`src/rtl/redux_pkg.sv`:
```
package redux_pkg;

  typedef enum logic [1:0] {
    OP_ADD  = 2'd0,
    OP_MIN  = 2'd1,
    OP_MAX  = 2'd2,
    OP_PASS = 2'd3
  } redOp_e;

  localparam int SIDES  = 2;
  localparam int SIDE_L = 0;
  localparam int SIDE_R = 1;

  // strobes from control to datapath
  typedef struct packed {
    logic [SIDES-1:0] load;
    logic             fire;
    redOp_e           op;
  } redStrb_t;

endpackage

```
`src/rtl/redux_slot.sv`:
```
module redux_slot #(
  parameter int WORD_W = 42
) (
  input  logic              clk,
  input  logic              rstN,
  input  logic              load,
  input  logic [WORD_W-1:0] inWord,
  output logic [WORD_W-1:0] heldWord
);

  always_ff @(posedge clk) begin
    if (!rstN) begin
      heldWord <= '0;
    end else if (load) begin
      heldWord <= inWord;
    end
  end

endmodule

```
`src/rtl/redux_alu.sv`:
```
module redux_alu
  import redux_pkg::*;
#(
  parameter int DATA_W = 32,
  parameter int TAG_W  = 10
) (
  input  redOp_e            op,
  input  logic [DATA_W-1:0] lData,
  input  logic [TAG_W-1:0]  lTag,
  input  logic [DATA_W-1:0] rData,
  input  logic [TAG_W-1:0]  rTag,
  output logic [DATA_W-1:0] resData,
  output logic [TAG_W-1:0]  resTag
);

  logic rLess, rMore, rWins;

  assign rLess = $signed(rData) < $signed(lData);
  assign rMore = $signed(rData) > $signed(lData);

  always_comb begin
    rWins = 1'b0;
    case (op)
      OP_MIN:  rWins = rLess;
      OP_MAX:  rWins = rMore;
      default: rWins = 1'b0;
    endcase
  end

  always_comb begin
    if (op == OP_ADD) begin
      resData = lData + rData;
      resTag  = lTag;
    end else if (rWins) begin
      resData = rData;
      resTag  = rTag;
    end else begin
      resData = lData;
      resTag  = lTag;
    end
  end

endmodule

```
`src/rtl/redux_ctrl.sv`:
```
module redux_ctrl
  import redux_pkg::*;
(
  input  logic       clk,
  input  logic       rstN,
  input  logic [1:0] modeIn,
  input  logic       leftValid,
  input  logic       rightValid,
  input  logic       outReady,
  output logic       leftReady,
  output logic       rightReady,
  output logic       outValid,
  output logic       leftFull,
  output logic       rightFull,
  output redOp_e     pairMode,
  output redStrb_t   strb
);

  logic   idle, outFree, pairOk, fire, loadL, loadR, passNow;
  redOp_e effMode;

  assign idle    = !leftFull && !rightFull;
  assign effMode = idle ? redOp_e'(modeIn) : pairMode;
  assign passNow = (effMode == OP_PASS);

  assign outFree = !outValid || outReady;
  assign pairOk  = leftFull && (rightFull || pairMode == OP_PASS);
  assign fire    = pairOk && outFree;

  assign leftReady  = !leftFull || fire;
  assign rightReady = !passNow && (!rightFull || fire);

  assign loadL = leftValid && leftReady;
  assign loadR = rightValid && rightReady;

  always_ff @(posedge clk) begin
    if (!rstN) begin
      leftFull  <= 1'b0;
      rightFull <= 1'b0;
      outValid  <= 1'b0;
      pairMode  <= OP_ADD;
    end else begin
      if (idle) begin
        pairMode <= redOp_e'(modeIn);
      end
      leftFull  <= loadL || (leftFull && !fire);
      rightFull <= loadR || (rightFull && !fire);
      outValid  <= fire || (outValid && !outReady);
    end
  end

  always_comb begin
    strb              = '0;
    strb.load[SIDE_L] = loadL;
    strb.load[SIDE_R] = loadR;
    strb.fire         = fire;
    strb.op           = pairMode;
  end

endmodule

```
`src/rtl/redux_dpath.sv`:
```
module redux_dpath
  import redux_pkg::*;
#(
  parameter int DATA_W = 32,
  parameter int TAG_W  = 10
) (
  input  logic              clk,
  input  logic              rstN,
  input  redStrb_t          strb,
  input  logic [DATA_W-1:0] leftData,
  input  logic [TAG_W-1:0]  leftTag,
  input  logic [DATA_W-1:0] rightData,
  input  logic [TAG_W-1:0]  rightTag,
  output logic [DATA_W-1:0] outData,
  output logic [TAG_W-1:0]  outTag
);

  localparam int WORD_W = DATA_W + TAG_W;

  logic [SIDES-1:0][WORD_W-1:0] inWord;
  logic [SIDES-1:0][WORD_W-1:0] heldWord;
  logic [DATA_W-1:0]            resData;
  logic [TAG_W-1:0]             resTag;

  assign inWord[SIDE_L] = {leftTag, leftData};
  assign inWord[SIDE_R] = {rightTag, rightData};

  for (genvar g = 0; g < SIDES; g++) begin : gSlot
    redux_slot #(.WORD_W(WORD_W)) slot_i (
      .clk     (clk),
      .rstN    (rstN),
      .load    (strb.load[g]),
      .inWord  (inWord[g]),
      .heldWord(heldWord[g])
    );
  end

  redux_alu #(.DATA_W(DATA_W), .TAG_W(TAG_W)) alu_i (
    .op     (strb.op),
    .lData  (heldWord[SIDE_L][DATA_W-1:0]),
    .lTag   (heldWord[SIDE_L][WORD_W-1:DATA_W]),
    .rData  (heldWord[SIDE_R][DATA_W-1:0]),
    .rTag   (heldWord[SIDE_R][WORD_W-1:DATA_W]),
    .resData(resData),
    .resTag (resTag)
  );

  always_ff @(posedge clk) begin
    if (!rstN) begin
      outData <= '0;
      outTag  <= '0;
    end else if (strb.fire) begin
      outData <= resData;
      outTag  <= resTag;
    end
  end

endmodule

```
`src/rtl/redux_node.sv`:
```
module redux_node
  import redux_pkg::*;
#(
  parameter int DATA_W = 32,
  parameter int TAG_W  = 10
) (
  input  logic              clk,
  input  logic              rstN,
  input  logic [1:0]        modeIn,
  input  logic              leftValid,
  output logic              leftReady,
  input  logic [DATA_W-1:0] leftData,
  input  logic [TAG_W-1:0]  leftTag,
  input  logic              rightValid,
  output logic              rightReady,
  input  logic [DATA_W-1:0] rightData,
  input  logic [TAG_W-1:0]  rightTag,
  output logic              outValid,
  input  logic              outReady,
  output logic [DATA_W-1:0] outData,
  output logic [TAG_W-1:0]  outTag
);

  redStrb_t strb;
  logic     leftFull, rightFull;
  redOp_e   pairMode;

  redux_ctrl ctrl_i (
    .clk       (clk),
    .rstN      (rstN),
    .modeIn    (modeIn),
    .leftValid (leftValid),
    .rightValid(rightValid),
    .outReady  (outReady),
    .leftReady (leftReady),
    .rightReady(rightReady),
    .outValid  (outValid),
    .leftFull  (leftFull),
    .rightFull (rightFull),
    .pairMode  (pairMode),
    .strb      (strb)
  );

  redux_dpath #(.DATA_W(DATA_W), .TAG_W(TAG_W)) dpath_i (
    .clk      (clk),
    .rstN     (rstN),
    .strb     (strb),
    .leftData (leftData),
    .leftTag  (leftTag),
    .rightData(rightData),
    .rightTag (rightTag),
    .outData  (outData),
    .outTag   (outTag)
  );

endmodule

```
`config.mk`:
```
export PLATFORM = sky130hd
export DESIGN_NAME = redux_node
export DESIGN_NICKNAME = d
export VERILOG_FILES = /design/src/rtl/redux_pkg.sv /design/src/rtl/redux_slot.sv /design/src/rtl/redux_alu.sv /design/src/rtl/redux_ctrl.sv /design/src/rtl/redux_dpath.sv /design/src/rtl/redux_node.sv
export SDC_FILE = /design/constraint.sdc
export NUM_CORES = 1
export LEC_CHECK = 0
export ABC_AREA = 0
export BUFFER_PORTS_ARGS = -buffer_cell sky130_fd_sc_hd__clkbuf_2
export CAP_MARGIN = 15
export CORE_UTILIZATION = 46
export CTS_BUF_LIST = sky130_fd_sc_hd__clkbuf_16
export CTS_CLUSTER_SIZE = 20
export DETAILED_ROUTE_END_ITERATION = 16
export PLACE_DENSITY = 0.71
export SLEW_MARGIN = 25
export SYNTH_ARGS = -nofsm -noshare
export SYNTH_HDL_FRONTEND = slang
export SYNTH_SLANG_ARGS = --single-unit
export TNS_END_PERCENT = 50
```
`constraint.sdc`:
```
create_clock -name clk -period 4.9 [get_ports clk]
set_clock_uncertainty 0.05 [all_clocks]
set_input_delay 0.49 -clock clk [delete_from_list [all_inputs] [get_ports clk]]
set_output_delay 0.49 -clock clk [all_outputs]
set_load 0.005 [all_outputs]
```
# --- Yosys cells after proc, flatten, opt, wreduce, memory -nomap -nowiden ---
# Cells that the tools add are included.
# W data, S select, Z words.
op_classes:
  addsub: 1
  magnitude_cmp: 2
  n_eq_ne: 4
  n_mux: 6
  n_reduce_logical: 23
op_table:
  columns: ["op", "count"]
  rows:
  - ["$mux W32", 2]
  - ["$add A32 B32 Y32", 1]
  - ["$gt A32 B32 Y1", 1]
  - ["$lt A32 B32 Y1", 1]
  - ["$mux W10", 2]
  - ["$logic_and A1 B1 Y1", 9]
  - ["$logic_or A1 B1 Y1", 7]
  - ["$eq A2 B2 Y1 const B", 3]
  - ["$logic_not A1 Y1", 6]
  - ["$eq A2 B1 Y1 const B", 1]
  - ["$logic_not A2 Y1", 1]
  - ["$mux W2", 1]
  - ["$pmux W1 S2", 1]
totals:
  reg_bits: 131
  in_bits: 91
  output_inout_bits: 45
  wordCells: 44

# --- Depth between registers and ports, before layout ---
depth:
  depth_word: 8
  mapped_depth: 14
  depth_no_buf: 12

# --- By module ---
# A second synthesis with hierarchy kept.
unflattened:
  hier_cells: 926
  area_unflattened_um2: 8535.7
by_module_without_submodules:
  columns: ["module", "instances", "cells_per_inst", "area_per_inst_um2", "seq_area_each_um2"]
  rows:
  - ["redux_alu", 1, 486, 3350.7, 0.0]
  - ["redux_slot", 2, 135, 1630.3, 840.8]
  - ["redux_dpath", 1, 135, 1630.3, 840.8]
  - ["redux_ctrl", 1, 35, 294.0, 100.1]

# --- Worst setup path before layout ---
# OpenSTA, ideal clock, no wires.
synth_path:
  path_kind: "register to register"
  start: "reg dpath_i.gSlot[0].slot_i.heldWord[27]"
  end: "reg dpath_i.outTag[1]"
  setup_time_ns: 0.133
  arrival_ns: 2.849
  required_ns: 4.717
  path_slack_ns: 1.869
  path_stages_with_launch: 14
  path_buffers: 2
  synth_period_minus_slack_ns: 3.031
  cell_sequence: "dfxtp_1 > inv_1 > ha_1 > buf_4 > nand4_2 > nor4_2 > nor4b_4 > o311ai_1 > a31oi_1 > mux2_4 > buf_6 > nor2_4 > mux2i_1 > a21oi_1"
synth_via:
  elab_chain_len: 4
  word_cells_on_any_way: 5
  cone_classes: "order compare (2); mux (3)"
synth_rtl:
  columns: ["element", "line", "source"]
  rows:
  - ["start: declaration", "redux_slot.sv:8", "output logic [WORD_W-1:0] heldWord"]
  - ["start signal: assignment", "redux_slot.sv:15", "heldWord <= inWord;"]
  - ["$gt A32 B32 Y1 / $lt A32 B32 Y1 (equally long branches)", "redux_alu.sv:19, redux_alu.sv:18", null]
  - ["$pmux W1 S2 *", "redux_alu.sv:23", "case (op)"]
  - ["$mux W10 *", "redux_alu.sv:34", "end else if (rWins) begin"]
  - ["$mux W10 *", "redux_alu.sv:31", "if (op == OP_ADD) begin"]
  - ["end signal: assignment", "redux_dpath.sv:54", "outTag <= resTag;"]
  - ["end: declaration", "redux_dpath.sv:15", "output logic [TAG_W-1:0] outTag"]
# Mark *: on every way between the ends. The rest lies on a longest branch, timed or not.
# A chain may end at the register's enable or synchronous reset.

# --- Worst setup path in the final report ---
layout_path:
  start: "reg dpath_i.gSlot[0].slot_i.heldWord[27]"
  end: "reg dpath_i.outTag[9]"
# Same word-level chain as after synthesis.

==> results by group <==
Synth
  – Mapped cell area: 7990 um2
  – Avg Synthesized Cell Area: 8.02 um2
  – Number of distinct library cells after synthesis: 65
  – Synth Net Count: 1155
  – Post-synthesis sequential area ratio: 0.328
  – Register bit total from synthesis: 131
  – Area leader, netlist: dfxtp_1
  – Post-synth top area share: 0.328
  – Syn Inst Count: 996
  – Most used DFF post-synth: dfxtp_1
  – Synth warnings: 0
  – Largest cells by area after synthesis: dfxtp_1 (33%), ha_1 (10%), nand2_1 (10%), a21boi_0 (8.6%), mux2i_1 (4.6%)
  – EDFF count, synth: 0
  – Ys async rst share: 0

Timing
  – Fmax: 281 MHz
  – Max Slew Vio Count: 0
  – Worst slew pin tran: 1.01 ns
  – RSZ-0062 raised after global routing: no
  – Finish-stage setup viols: 0
  – Max_slew headroom: 0.327
  – Setup tns final: 0 ns
  – Final period utilization: 0.726
  – Hold Fails Final Rpt: 0
  – Tmin final: 3.56 ns
  – Final worst slack: 1.34 ns

Die
  – Starting Density: 0.477
  – Die ar.: 17900 um2
  – Row count: 47
  – DIE HEIGHT: 134 um
  – Chip width: 134 um
  – Core area: 16800 um2
  – I/O Pins: 136

Final layout
  – Layout cells sized above 1: 0.173
  – Filler cells: 1632
  – Post-Layout Cell Count: 1331
  – Most common cell after layout, fill and taps aside: nand2_1
  – Area grow syn2layout: 16.5%
  – Nets: 1257
  – Most frequent cells in the layout: nand2_1 (218), clkbuf_2 (135), dfxtp_1 (131)
  – Antenna diode count: 0

Global routing
  – Vias in the first global route: 6685
  – Gr ovfl total: 0
  – Global-route wire length before repair: 33200 um
  – Global-route usage over all layers: 0.234
  – Largest net degree at the start of global routing: 64
  – Antenna violations before repair: 0

Status
  – Status: completed

Worst hold path
  – HP Class: in -> reg

CTS
  – Post-CTS sizing: 0
  – Sink Count: 131
  – Register clock-pin slew on the reported worst setup and hold paths: 0.06 ns
  – CTS Hold Bufs: 0
  – H-tree levels: 4
  – CTS Buf Count: 17
  – Clock buffer depth: 2
  – Root buffer cell: clkbuf_16
  – Setup bufs post-CTS: 0
  – CTS tree: built
  – Clock Latency Late Sink: 0.43 ns

Worst setup path
  – Crit end category: register
  – Startpoint Class: register
  – Crit path DAT: 3.81 ns
  – Critical Path RT: 5.15 ns
  – Kind of critical path: reg -> reg
  – Critical Path Max Stage Delay: 0.58 ns
  – Critical path, cell by cell: inv_1 -> ha_1 -> nand4_2 -> nor4_2 -> nor4b_4 -> o311ai_1 -> a31oi_1 -> mux2_4 -> nor2_4 -> mux2i_1 -> a21oi_1
  – Reg2reg setup slack: 1.34 ns
  – CP max FO: 39
  – Slowest cell on the critical path: mux2_4

Power and ir drop
  – Max VDD drop: 261 uV
  – Power Density: 315 nW/um2
  – Leakage: 4.19 nW

Placement
  – DP HPWL: 14300 um
  – Dpl ws: 1.34 ns
  – IO buf count: 135
  – Cells after DPL: 1299
  – Gpl congestion: 0.890

Drt
  – TritonRoute pass-1 iters: 7
  – Drt initial violations: 346
  – Final ANT Viol Nets: 0
  – Per-cell routed wire length: 15.2 um
  – Detailed-route via count: 7076
  – Total Wirelength: 20300 um
  – Number of vias per cell: 5.32
  – DRC: 0

Run
  – Max_cap viols: 0
[registers in the layout, summed over array words and instances (netlist names)]
signal and cells:
dpath_i.gSlot.slot_i.heldWord 84, ctrl_i.pairMode 2, ctrl_i.leftFull 1, ctrl_i.rightFull 1, dpath_i.outData 32, ctrl_i.outValid 1, dpath_i.outTag 10
[cells in the mapped netlist, types with 9 or more instances]
cell      count
a21boi_0     91
a21oi_1      58
a22o_1       18
clkbuf_1     50
dfxtp_1     131
ha_1         67
inv_1        61
mux2i_1      37
nand2_1     218
nand2b_1      9
nor2_1       38
nor2b_1      13
nor3_1       10
o21ai_0      45
o21bai_1     11
xnor2_1      20
[routing by layer]
metal  vias to the layer above  global-route usage  part of all wire
met5                         -                   0                 0
met4                         0              0.0663             0.013
met3                        23              0.0525             0.046
met2                       157               0.392              0.47
li1                       3619                   -                 -
met1                      3277               0.301              0.47
[stage by stage]
step / total power [mW] / instance area, um2 / utilization / hold WS [ns]
6_report: 2.93 / 9310 / 0.555 / 0.236
2_1_floorplan: 1.56 / 7990 / - / 0.389
3_3_place_gp: 1.70 / 8730 / 0.521 / 0.399
4_1_cts: 2.96 / 9310 / 0.555 / 0.229
3_5_place_dp: 1.71 / 8730 / 0.521 / 0.405
5_1_grt: 3.08 / 9310 / 0.555 / 0.232
[power by group]
group / total (mW) / internal [mW] / switching [mW]
sequential: 1.18 / 1.12 / 0.0537
combinational: 0.511 / 0.209 / 0.301
clock: 1.25 / 0.713 / 0.532
total: 2.93 / 2.05 / 0.887
[critical path, delay by kind of cell (launching register included)]
| family | cells | cell delay [ns] |
|---|---|---|
| compound gates | 3 | 0.48 |
| fa+ha+maj | 1 | 0.43 |
| buf+inv | 1 | 0.06 |
| flops | 1 | 0.38 |
| mux | 2 | 0.80 |
| simple gates | 4 | 1.22 |
[cell type report]
class,count,area [um2],area share
flip-flops and latches,131,2620,0.282
repair buffers,142,728,0.0782
well taps,220,275,0.0296
clock buffers,17,425,0.0457
inverters,61,229,0.0246
clock inverters,15,146,0.0157
multi-input cells,745,4880,0.524
[kinds of logic (layout without fill, tap and decap cells)]
family / after synthesis / after routing / synth area share
simple gates: 328 / 328 / 0.180
mux: 43 / 43 / 0.0553
xor+xnor: 26 / 26 / 0.0285
fa+ha+maj: 68 / 68 / 0.107
flops: 131 / 131 / 0.328
buf+inv: 120 / 235 / 0.0625
compound gates: 280 / 280 / 0.238
[final timing paths]
check                                                          start                                   end  cells past startpoint
worst max-delay path            dpath_i.gSlot[0].slot_i.heldWord[27]                     dpath_i.outTag[9]                     11
worst min register to register  dpath_i.gSlot[0].slot_i.heldWord[36]  dpath_i.gSlot[0].slot_i.heldWord[36]                      2
worst max register to register  dpath_i.gSlot[0].slot_i.heldWord[27]                     dpath_i.outTag[9]                     11
worst min-delay path                                      leftTag[2]  dpath_i.gSlot[0].slot_i.heldWord[34]                      3
Power figures use the tool's default switching activity.
